$ cat src/rtl/fpcmp_pkg.sv
package fpcmp_pkg;

  typedef struct packed {
    logic zf;
    logic pf;
    logic cf;
  } cmp_flags_t;

  // Unordered wins over any ordering; equality wins over less-than.
  function automatic cmp_flags_t encode_flags(input logic unord,
                                              input logic eq,
                                              input logic lt);
    cmp_flags_t f;
    if (unord)   f = '{zf: 1'b1, pf: 1'b1, cf: 1'b1};
    else if (eq) f = '{zf: 1'b1, pf: 1'b0, cf: 1'b0};
    else if (lt) f = '{zf: 1'b0, pf: 1'b0, cf: 1'b1};
    else         f = '{zf: 1'b0, pf: 1'b0, cf: 1'b0};
    return f;
  endfunction

endpackage

$ cat src/rtl/fpcmp_classify.sv
module fpcmp_classify #(
  parameter int EXP_W  = 8,
  parameter int FRAC_W = 23
) (
  input  logic [EXP_W+FRAC_W-1:0] body,
  output logic                    is_nan,
  output logic                    is_snan
);

  logic [EXP_W-1:0]  exp_f;
  logic [FRAC_W-1:0] frac_f;
  logic              exp_ones;

  always_comb begin
    exp_f    = body[EXP_W+FRAC_W-1:FRAC_W];
    frac_f   = body[FRAC_W-1:0];
    exp_ones = &exp_f;
    is_nan   = exp_ones & (|frac_f);
    // Signalling: quiet bit clear, payload below it nonzero.
    is_snan  = exp_ones & ~frac_f[FRAC_W-1] & (|frac_f[FRAC_W-2:0]);
  end

endmodule

$ cat src/rtl/fpcmp_order.sv
module fpcmp_order #(
  parameter int W = 32
) (
  input  logic [W-1:0] a,
  input  logic [W-1:0] b,
  output logic         lt,
  output logic         eq
);

  logic         sa, sb, both_zero, mag_lt, mag_gt;
  logic [W-2:0] ma, mb;

  always_comb begin
    sa        = a[W-1];
    sb        = b[W-1];
    ma        = a[W-2:0];
    mb        = b[W-2:0];
    both_zero = (ma == '0) && (mb == '0);
    mag_lt    = ma < mb;
    mag_gt    = ma > mb;
    eq        = both_zero | (a == b);
    // Negative pair: magnitude order reversed.
    lt        = ~both_zero & ((sa & ~sb) | (~sa & ~sb & mag_lt) | (sa & sb & mag_gt));
  end

  always_comb begin
    a_r3_lt_eq_exclusive: assert (!(lt && eq));
  end

endmodule

$ cat src/rtl/fpcmp_core.sv
module fpcmp_core
  import fpcmp_pkg::*;
#(
  parameter int SP_EXP_W  = 8,
  parameter int SP_FRAC_W = 23,
  parameter int DP_EXP_W  = 11,
  parameter int DP_FRAC_W = 52,
  localparam int OP_W     = 1 + DP_EXP_W + DP_FRAC_W
) (
  input  logic [OP_W-1:0] opa,
  input  logic [OP_W-1:0] opb,
  input  logic            dbl_sel,
  input  logic            ordered_sel,
  output cmp_flags_t      flags,
  output logic            invalid
);

  logic [1:0] nan_a, nan_b, snan_a, snan_b, lt_f, eq_f;
  logic       unord, any_snan;

  // Index 0: single format, index 1: double format.
  for (genvar f = 0; f < 2; f++) begin : g_fmt
    localparam int EW = (f == 0) ? SP_EXP_W : DP_EXP_W;
    localparam int FW = (f == 0) ? SP_FRAC_W : DP_FRAC_W;
    localparam int TW = 1 + EW + FW;

    fpcmp_classify #(.EXP_W(EW), .FRAC_W(FW)) u_cls_a (
      .body(opa[TW-2:0]), .is_nan(nan_a[f]), .is_snan(snan_a[f])
    );
    fpcmp_classify #(.EXP_W(EW), .FRAC_W(FW)) u_cls_b (
      .body(opb[TW-2:0]), .is_nan(nan_b[f]), .is_snan(snan_b[f])
    );
    fpcmp_order #(.W(TW)) u_ord (
      .a(opa[TW-1:0]), .b(opb[TW-1:0]), .lt(lt_f[f]), .eq(eq_f[f])
    );
  end

  always_comb begin
    unord    = nan_a[dbl_sel] | nan_b[dbl_sel];
    any_snan = snan_a[dbl_sel] | snan_b[dbl_sel];
    flags    = encode_flags(unord, eq_f[dbl_sel], lt_f[dbl_sel]);
    invalid  = ordered_sel ? unord : any_snan;
  end

  always_comb begin
    a_r7_invalid_needs_nan: assert (!invalid || flags.pf);
  end

endmodule

$ cat src/rtl/fpcmp_flags_unit.sv
module fpcmp_flags_unit
  import fpcmp_pkg::*;
#(
  parameter int SP_EXP_W  = 8,
  parameter int SP_FRAC_W = 23,
  parameter int DP_EXP_W  = 11,
  parameter int DP_FRAC_W = 52,
  localparam int OP_W     = 1 + DP_EXP_W + DP_FRAC_W
) (
  input  logic            clk,
  input  logic            rst_n,
  input  logic            in_valid,
  output logic            in_ready,
  input  logic [OP_W-1:0] opa,
  input  logic [OP_W-1:0] opb,
  input  logic            dbl_sel,
  input  logic            ordered_sel,
  output logic            out_valid,
  input  logic            out_ready,
  output logic            flag_zf,
  output logic            flag_pf,
  output logic            flag_cf,
  output logic            flag_of,
  output logic            flag_af,
  output logic            flag_sf,
  output logic            flag_invalid
);

  cmp_flags_t core_flags, flags_q;
  logic       core_inv, inv_q;
  logic       valid_q, valid_d, accept, load_en;

  fpcmp_core #(
    .SP_EXP_W(SP_EXP_W), .SP_FRAC_W(SP_FRAC_W),
    .DP_EXP_W(DP_EXP_W), .DP_FRAC_W(DP_FRAC_W)
  ) u_core (
    .opa(opa), .opb(opb), .dbl_sel(dbl_sel), .ordered_sel(ordered_sel),
    .flags(core_flags), .invalid(core_inv)
  );

  // Next-state logic.
  always_comb begin
    in_ready = ~valid_q | out_ready;
    accept   = in_valid & in_ready;
    load_en  = accept;
    valid_d  = accept | (valid_q & ~out_ready);
  end

  // State registers.
  always_ff @(posedge clk or negedge rst_n) begin
    if (!rst_n) begin
      valid_q <= 1'b0;
      flags_q <= '0;
      inv_q   <= 1'b0;
    end else begin
      valid_q <= valid_d;
      if (load_en) begin
        flags_q <= core_flags;
        inv_q   <= core_inv;
      end
    end
  end

  assign out_valid    = valid_q;
  assign flag_zf      = flags_q.zf;
  assign flag_pf      = flags_q.pf;
  assign flag_cf      = flags_q.cf;
  assign flag_invalid = inv_q;
  assign flag_of      = 1'b0;
  assign flag_af      = 1'b0;
  assign flag_sf      = 1'b0;

  a_r9_accept_gives_valid: assert property (@(posedge clk) disable iff (!rst_n)
    (in_valid && in_ready) |=> out_valid);

  a_r10_hold_when_stalled: assert property (@(posedge clk) disable iff (!rst_n)
    (out_valid && !out_ready) |=>
      (out_valid && $stable({flag_zf, flag_pf, flag_cf, flag_invalid})));

  a_r10_ready_when_empty: assert property (@(posedge clk) disable iff (!rst_n)
    !out_valid |-> in_ready);

  a_r3_legal_code: assert property (@(posedge clk) disable iff (!rst_n)
    out_valid |-> ((!flag_pf && !(flag_zf && flag_cf)) || (flag_zf && flag_cf)));

endmodule

$ cat config.mk
export PLATFORM = sky130hd
export DESIGN_NAME = fpcmp_flags_unit
export DESIGN_NICKNAME = d
export VERILOG_FILES = /design/src/rtl/fpcmp_pkg.sv /design/src/rtl/fpcmp_classify.sv /design/src/rtl/fpcmp_order.sv /design/src/rtl/fpcmp_core.sv /design/src/rtl/fpcmp_flags_unit.sv
export SDC_FILE = /design/constraint.sdc
export NUM_CORES = 1
export LEC_CHECK = 0
export CORE_AREA = 2 2 82 84
export DETAILED_ROUTE_END_ITERATION = 16
export DIE_AREA = 0 0 84 86
export HOLD_SLACK_MARGIN = 0.02
export PLACE_DENSITY = 0.9
export SETUP_SLACK_MARGIN = 0.3
export SLEW_MARGIN = 20
export SYNTH_ARGS = -nofsm -noshare
export SYNTH_HDL_FRONTEND = slang
export SYNTH_SLANG_ARGS = --single-unit
$ cat constraint.sdc
create_clock -name clk -period 1.6 [get_ports clk]
set_clock_uncertainty 0.15 [all_clocks]
set_input_delay 0.32 -clock clk [delete_from_list [all_inputs] [get_ports clk]]
set_output_delay 0.32 -clock clk [all_outputs]
set_load 0.03 [all_outputs]
# Yosys cells after proc, flatten, opt, wreduce, memory -nomap -nowiden
# Cells that the tools add are included.
# word_totals
elab_cells,94
out_inout_bits,9
ff_bits,5
# classes
reduce_logical,18
n_mux,16
n_bitwise,48
eq_ne,2
magnitude_cmp,5
# op_table
cell,count
$logic_not A63 Y1,2
$reduce_or A52 Y1,2
$reduce_or A51 Y1,2
$eq A64 B64 Y1,1
$gt A63 B63 Y1,1
$lt A63 B63 Y1,1
$logic_not A31 Y1,2
$reduce_or A23 Y1,2
$reduce_or A22 Y1,2
$eq A32 B32 Y1,1
$gt A31 B31 Y1,1
$lt A31 B31 Y1,1
$and A1 B1 Y1,26
$reduce_and A11 Y1,2
$reduce_and A8 Y1,2
$mux W1,14
$not A1 Y1,12
$or A1 B1 Y1,10
$mux W3,2
$logic_and A1 B1 Y1,2
$lt A1 B2 Y1 const B,1

# Longest topological paths before layout
# depth
depth_word,11
depth_mapped,10
depth_no_buf,10

# Cells and area by module
# Synthesis repeated with hierarchy kept, for this count alone.
# unflattened
cells_unflattened,527
area_unflattened_um2,3880.0
# by_module_without_submodules
mod,instances,cells_per_inst,area_per_inst_um2,seq_area_each_um2
fpcmp_order at u_core.g_fmt[1].u_ord,1,280,2006.9,0.0
fpcmp_order at u_core.g_fmt[0].u_ord,1,140,999.7,0.0
fpcmp_classify at u_core.g_fmt[1].u_cls_a ...,2,25,161.4,0.0
fpcmp_flags_unit,1,16,244.0,125.1
fpcmp_classify at u_core.g_fmt[0].u_cls_a ...,2,13,87.6,0.0
fpcmp_core,1,15,131.4,0.0

# Worst setup path before layout
# Ideal clock, no wire load.
# synth_path
path_type,input-to-reg
from,input opb[4]
to,"register flags_q, in the netlist flag_cf"
n_path_buf,0
cell_stages,10
arrival_ps,2091
setup_time_ps,132
path_slack_ps,-773
required_time_ps,1318
path_cell_list,inv_1 > ha_1 > a211oi_1 > nor2_1 > o31a_1 > o41a_1 > a211oi_2 > nor3_1 > nor4_1 > o22ai_1
# synth_via
elab_chain_cells,10
elab_cells_between_ends,38
# synth_lines
element,line_no,source
start: declaration,fpcmp_flags_unit.sv:15,"input logic [OP_W-1:0] opb,"
$lt A63 B63 Y1 or $lt A31 B31 Y1 (tied branches),fpcmp_order.sv:19,mag_lt = ma < mb;
$and A1 B1 Y1,fpcmp_order.sv:23,lt = ~both_zero & ((sa & ~sb) | (~sa & ~sb & mag_lt) | (sa & sb & mag_gt));
$or A1 B1 Y1 (2 in series),fpcmp_order.sv:23,
$and A1 B1 Y1,fpcmp_order.sv:23,
$mux W1 (not written as such) (2 in series),fpcmp_core.sv:41,"flags = encode_flags(unord, eq_f[dbl_sel], lt_f[dbl_sel]);"
$mux W1,fpcmp_pkg.sv:16,"else if (lt) f = '{zf: 1'b0, pf: 1'b0, cf: 1'b1};"
$mux W3,fpcmp_pkg.sv:15,"else if (eq) f = '{zf: 1'b1, pf: 1'b0, cf: 1'b0};"
$mux W3 (*),fpcmp_pkg.sv:14,"if (unord) f = '{zf: 1'b1, pf: 1'b1, cf: 1'b1};"
end signal: assignment,fpcmp_flags_unit.sv:58,flags_q <= core_flags;
end: declaration,fpcmp_flags_unit.sv:29,"cmp_flags_t core_flags, flags_q;"
# Every way passes the cells marked *; elsewhere a longest branch is shown, timed or not. The select of a mux whose other input is x is not followed.
# A chain may end at the register's enable or synchronous reset.

# Worst setup path after layout
# layout_path
from,input opb[14]
to,"register flags_q, in the netlist flag_cf"
# The elaborated chain is that of the path after synthesis.

==> report_table.html <==
<table>
<tr><th>Metric</th><th>Value</th></tr>
<tr><th colspan="2">CTS</th></tr>
<tr><td>CTS tree</td><td>yes</td></tr>
<tr><td>Clock Pin Slew Worst Setup and Hold Paths</td><td>40 ps</td></tr>
<tr><td>Root Driver</td><td>clkbuf_8</td></tr>
<tr><td>Number of H-tree levels</td><td>1</td></tr>
<tr><td># hold bufs at CTS</td><td>0</td></tr>
<tr><td>Deepest clock path buffer count</td><td>2</td></tr>
<tr><td>Num Clock Sinks</td><td>5</td></tr>
<tr><td>Clk_lat worst skew</td><td>220 ps</td></tr>
<tr><td>Clock buffer count from CTS</td><td>3</td></tr>
<tr><th colspan="2">Detailed routing</th></tr>
<tr><td>Number of DRC markers after the initial detailed-route iteration</td><td>338</td></tr>
<tr><td>Number of nets with antenna violations after detailed routing</td><td>0</td></tr>
<tr><td>Detailed-routing iteration count for the pre-antenna-repair pass</td><td>5</td></tr>
<tr><td>Sum of routed wire length over all layers</td><td>14800 um</td></tr>
<tr><td>Count of vias placed by the detailed router</td><td>4163</td></tr>
<tr><td>Wire length per cell</td><td>22.3 um</td></tr>
<tr><td>Vias per cell</td><td>6.25</td></tr>
<tr><td>DRC</td><td>0</td></tr>
<tr><th colspan="2">Job</th></tr>
<tr><td>Number of max-cap violations</td><td>0</td></tr>
<tr><th colspan="2">Setup path</th></tr>
<tr><td>CP Capture Point</td><td>flag_cf$_DFFE_PN0P_</td></tr>
<tr><td>R2r worst-path depth</td><td>6</td></tr>
<tr><td>Origin of the worst setup path</td><td>opb[14]</td></tr>
<tr><td>Register-to-Register Setup Slack</td><td>0 ps</td></tr>
<tr><td>Data arrival time of the worst path</td><td>2660 ps</td></tr>
<tr><td>Critical register-to-register path endpoint</td><td>flag_cf$_DFFE_PN0P_</td></tr>
<tr><td>CP endpoint kind</td><td>register</td></tr>
<tr><td>Worst Path Class, Setup</td><td>input port to register</td></tr>
<tr><td>Setup crit start kind</td><td>input port</td></tr>
<tr><td>Crit path required time</td><td>1590 ps</td></tr>
<tr><td>Critical register-to-register path startpoint</td><td>out_valid$_DFF_PN0_</td></tr>
<tr><td>Largest driver fanout on the critical path</td><td>3</td></tr>
<tr><th colspan="2">Floorplanning</th></tr>
<tr><td>Row count</td><td>29</td></tr>
<tr><td>Initial core utilization</td><td>39.5%</td></tr>
<tr><td>Chip Width</td><td>84 um</td></tr>
<tr><td>I/O pin total</td><td>143</td></tr>
<tr><td>Die Footprint</td><td>7220 sq um</td></tr>
<tr><td>Overall die height</td><td>86 um</td></tr>
<tr><td>Placeable core region</td><td>6280 sq um</td></tr>
<tr><th colspan="2">Timing</th></tr>
<tr><td>Final count of pins violating max slew</td><td>0</td></tr>
<tr><td>Setup repair after global routing missed its margin</td><td>yes</td></tr>
<tr><td>Crit path setup slack, layout</td><td>-1070 ps</td></tr>
<tr><td>Final count of hold timing violations</td><td>0</td></tr>
<tr><td>Setup-violating endpoint count in the final report</td><td>4</td></tr>
<tr><td>Part of the cycle the worst path needs</td><td>167%</td></tr>
<tr><td>Post-route minimum period</td><td>2670 ps</td></tr>
<tr><td>Timing-limited maximum frequency</td><td>375 MHz</td></tr>
<tr><th colspan="2">Synthesis</th></tr>
<tr><td>Proportion of synthesized chip area in sequential cells</td><td>5.05%</td></tr>
<tr><td>Yosys top cell by area</td><td>ha_1</td></tr>
<tr><td>Ys Warns</td><td>0</td></tr>
<tr><td>Post-synthesis instance area</td><td>2480 sq um</td></tr>
<tr><td>Mapped Cells</td><td>358</td></tr>
<tr><td>Avg Synthesized Cell Area</td><td>6.93 sq um</td></tr>
<tr><td>Number of synthesized register bits</td><td>5</td></tr>
<tr><td>Distinct cell type count of the synthesized netlist</td><td>43</td></tr>
<tr><td>Proportion of netlist area held by the largest area contributor</td><td>34.3%</td></tr>
<tr><td>Top cells by area in the synthesized netlist</td><td>ha_1, inv_1, nor4_1, a21oi_1, nand4_1</td></tr>
<tr><th colspan="2">Placement</th></tr>
<tr><td>Number of I/O port buffers</td><td>139</td></tr>
<tr><td>Final weighted congestion of routability-driven global placement</td><td>0.903</td></tr>
<tr><td>Setup Slack @ Placement</td><td>-1520 ps</td></tr>
<tr><td>Detailed-placement wirelength estimate</td><td>8930 um</td></tr>
<tr><th colspan="2">Cells and area</th></tr>
<tr><td>Final Net Count</td><td>791</td></tr>
<tr><td>Area grow syn2layout</td><td>120%</td></tr>
<tr><td>Layout cell share with drive strength beyond 1</td><td>46.6%</td></tr>
<tr><th colspan="2">Global route</th></tr>
<tr><td>Leftover overflow at the end of global routing</td><td>0</td></tr>
<tr><td>Maximum number of pins on one net before global-route repair</td><td>6</td></tr>
<tr><td>Vias in the first global route</td><td>4163</td></tr>
<tr><td>Wire length of the first global-routing pass</td><td>19300 um</td></tr>
<tr><td>Overall Global Routing Usage</td><td>32.8%</td></tr>
<tr><td>Number of antenna violations at the first check in global routing</td><td>1</td></tr>
<tr><th colspan="2">Power</th></tr>
<tr><td>Leakage power of the design</td><td>2.56 nW</td></tr>
<tr><td>Total power after layout</td><td>1.80 mW</td></tr>
<tr><td>Worst VDD drop</td><td>0.246 mV</td></tr>
<tr><td>Power density cells</td><td>331 nW/um^2</td></tr>
<tr><th colspan="2">Status</th></tr>
<tr><td>Violations in the final reports</td><td>setup timing</td></tr>
<tr><td>Result of the run</td><td>finished, violations left</td></tr>
<tr><th colspan="2">Hold path</th></tr>
<tr><td>Path class of the lowest-slack min-delay path</td><td>input port to asynchronous set/reset pin</td></tr>
</table>
[where the power goes]
group / switching [mW] / total (mW) / internal, mW
Clock: 0.0666 / 0.238 / 0.171
Combinational: 0.714 / 1.41 / 0.700
Sequential: 0.00968 / 0.150 / 0.140
[layout make-up]
| cell class | instances | area (sq um) |
|---|---|---|
| flip-flops and latches | 5 | 126 |
| well taps | 77 | 96.3 |
| clock buffers | 4 | 45.0 |
| diodes | 1 | 2.50 |
| repair buffers | 228 | 1920 |
| inverters | 67 | 254 |
| multi-input cells | 284 | 3000 |
| fillers | 305 | 832 |
[placed cells by master, fill, tap and decap left out, drive strengths merged, types with 2 or more instances in the layout]
cell type        n
o21ai           15
clkdlybuf4s50    6
o22ai            2
buf            106
dfrtp            5
clkdlybuf4s15   35
ha              68
inv             67
nor2            20
o31ai            3
a21oi           31
nor3             8
nand3b           3
nand4           23
nand2           32
a211oi           4
mux2i            2
o211a            2
and4             2
dlymetal6s2s    16
nand2b           3
conb             3
clkbuf          20
dlygate4sd2     49
a2111oi          2
nor4            33
nand3            9
[registers in the layout, indices dropped and copies added (netlist names)]
register      count
flag_cf           1
flag_invalid      1
flag_pf           1
flag_zf           1
out_valid         1
[worst min path at each step]
stage	startpoint	end	slack (ps)	cells after the start
after floorplan	rst_n	flag_cf$_DFFE_PN0P_	-130	0
after global placement	flag_invalid$_DFFE_PN0P_	flag_invalid$_DFFE_PN0P_	320	2
after detailed placement	flag_pf$_DFFE_PN0P_	flag_pf$_DFFE_PN0P_	320	2
after CTS	rst_n	flag_cf$_DFFE_PN0P_	180	1
after global routing	rst_n	flag_cf$_DFFE_PN0P_	200	1
final	rst_n	flag_cf$_DFFE_PN0P_	170	1
[cells in the mapped netlist]
master     count
ha_1          68
inv_1         67
nand2_1       32
a21oi_1       31
nor4_1        31
nand4_1       23
nor2_1        20
o21ai_0       15
nand3_1        9
nor3_1         8
dfrtp_1        5
buf_4          4
a211oi_1       3
nand2b_1       3
nand3b_1       3
o31ai_1        3
a2111oi_0      2
and4_1         2
mux2i_1        2
nor4_2         2
o211a_1        2
o22ai_1        2
a211o_1        1
a211oi_2       1
a21boi_0       1
a21o_2         1
a22o_1         1
a22oi_1        1
a31oi_1        1
and2_2         1
and2b_1        1
and3_1         1
conb_1         1
nor2b_1        1
nor4b_1        1
o2111ai_1      1
o211ai_1       1
o21a_1         1
o221ai_2       1
o31a_1         1
o41a_1         1
or2b_2         1
or4_1          1
[stage by stage]
step	cells	area [sq um]	utilization [%]	setup TNS [ps]	hold slack, ps
global route	666	5450	86.7	-3790	196
global placement	646	4570	72.8	-5650	316
floorplan	360	2560	-	-2110	-126
detailed placement	646	4570	72.8	-5750	322
finish	666	5450	86.7	-3470	172
CTS	662	5160	82.2	-2870	184
[critical path: stages]
cell,delay (ps)
dlygate4sd2_1,260
inv_1,80
ha_1,330
nand4_1,170
nor3_2,80
o31a_1,110
o41a_1,350
a211oi_4,350
mux2i_1,340
a21oi_1,110
o22ai_1,160
[routing by layer]
metal / global-route usage (%) / share of wire [%] / vias to the layer above / routed length [um]
li1: - / - / 1780 / -
met2: 65.2 / 49 / 344 / 7290
met4: 15.7 / 8.3 / 0 / 1230
met1: 33.4 / 34 / 1916 / 5020
met5: 0 / 0 / - / 0
met3: 4.72 / 8.7 / 123 / 1290
[kinds of logic (layout without fill, tap and decap cells)]
logic type / Yosys count / count (layout) / synth area share, %
simple gates: 140 / 140 / 30.4
compound gates: 71 / 71 / 17.9
flops: 5 / 5 / 5.05
buf+inv: 71 / 299 / 11.4
mux: 2 / 2 / 0.807
fa+ha+maj: 68 / 68 / 34.3
other cells: 1 / 4 / 0.151
[repair_timing]
item / CTS / global route
setup buffers: 12 / 3
setup endpoints to repair: 9 / 5
cloned: 0 / 0
pin swaps: 79 / 53
gates resized for setup: 302 / 120
No activity file was read; power rests on OpenSTA's default activity.
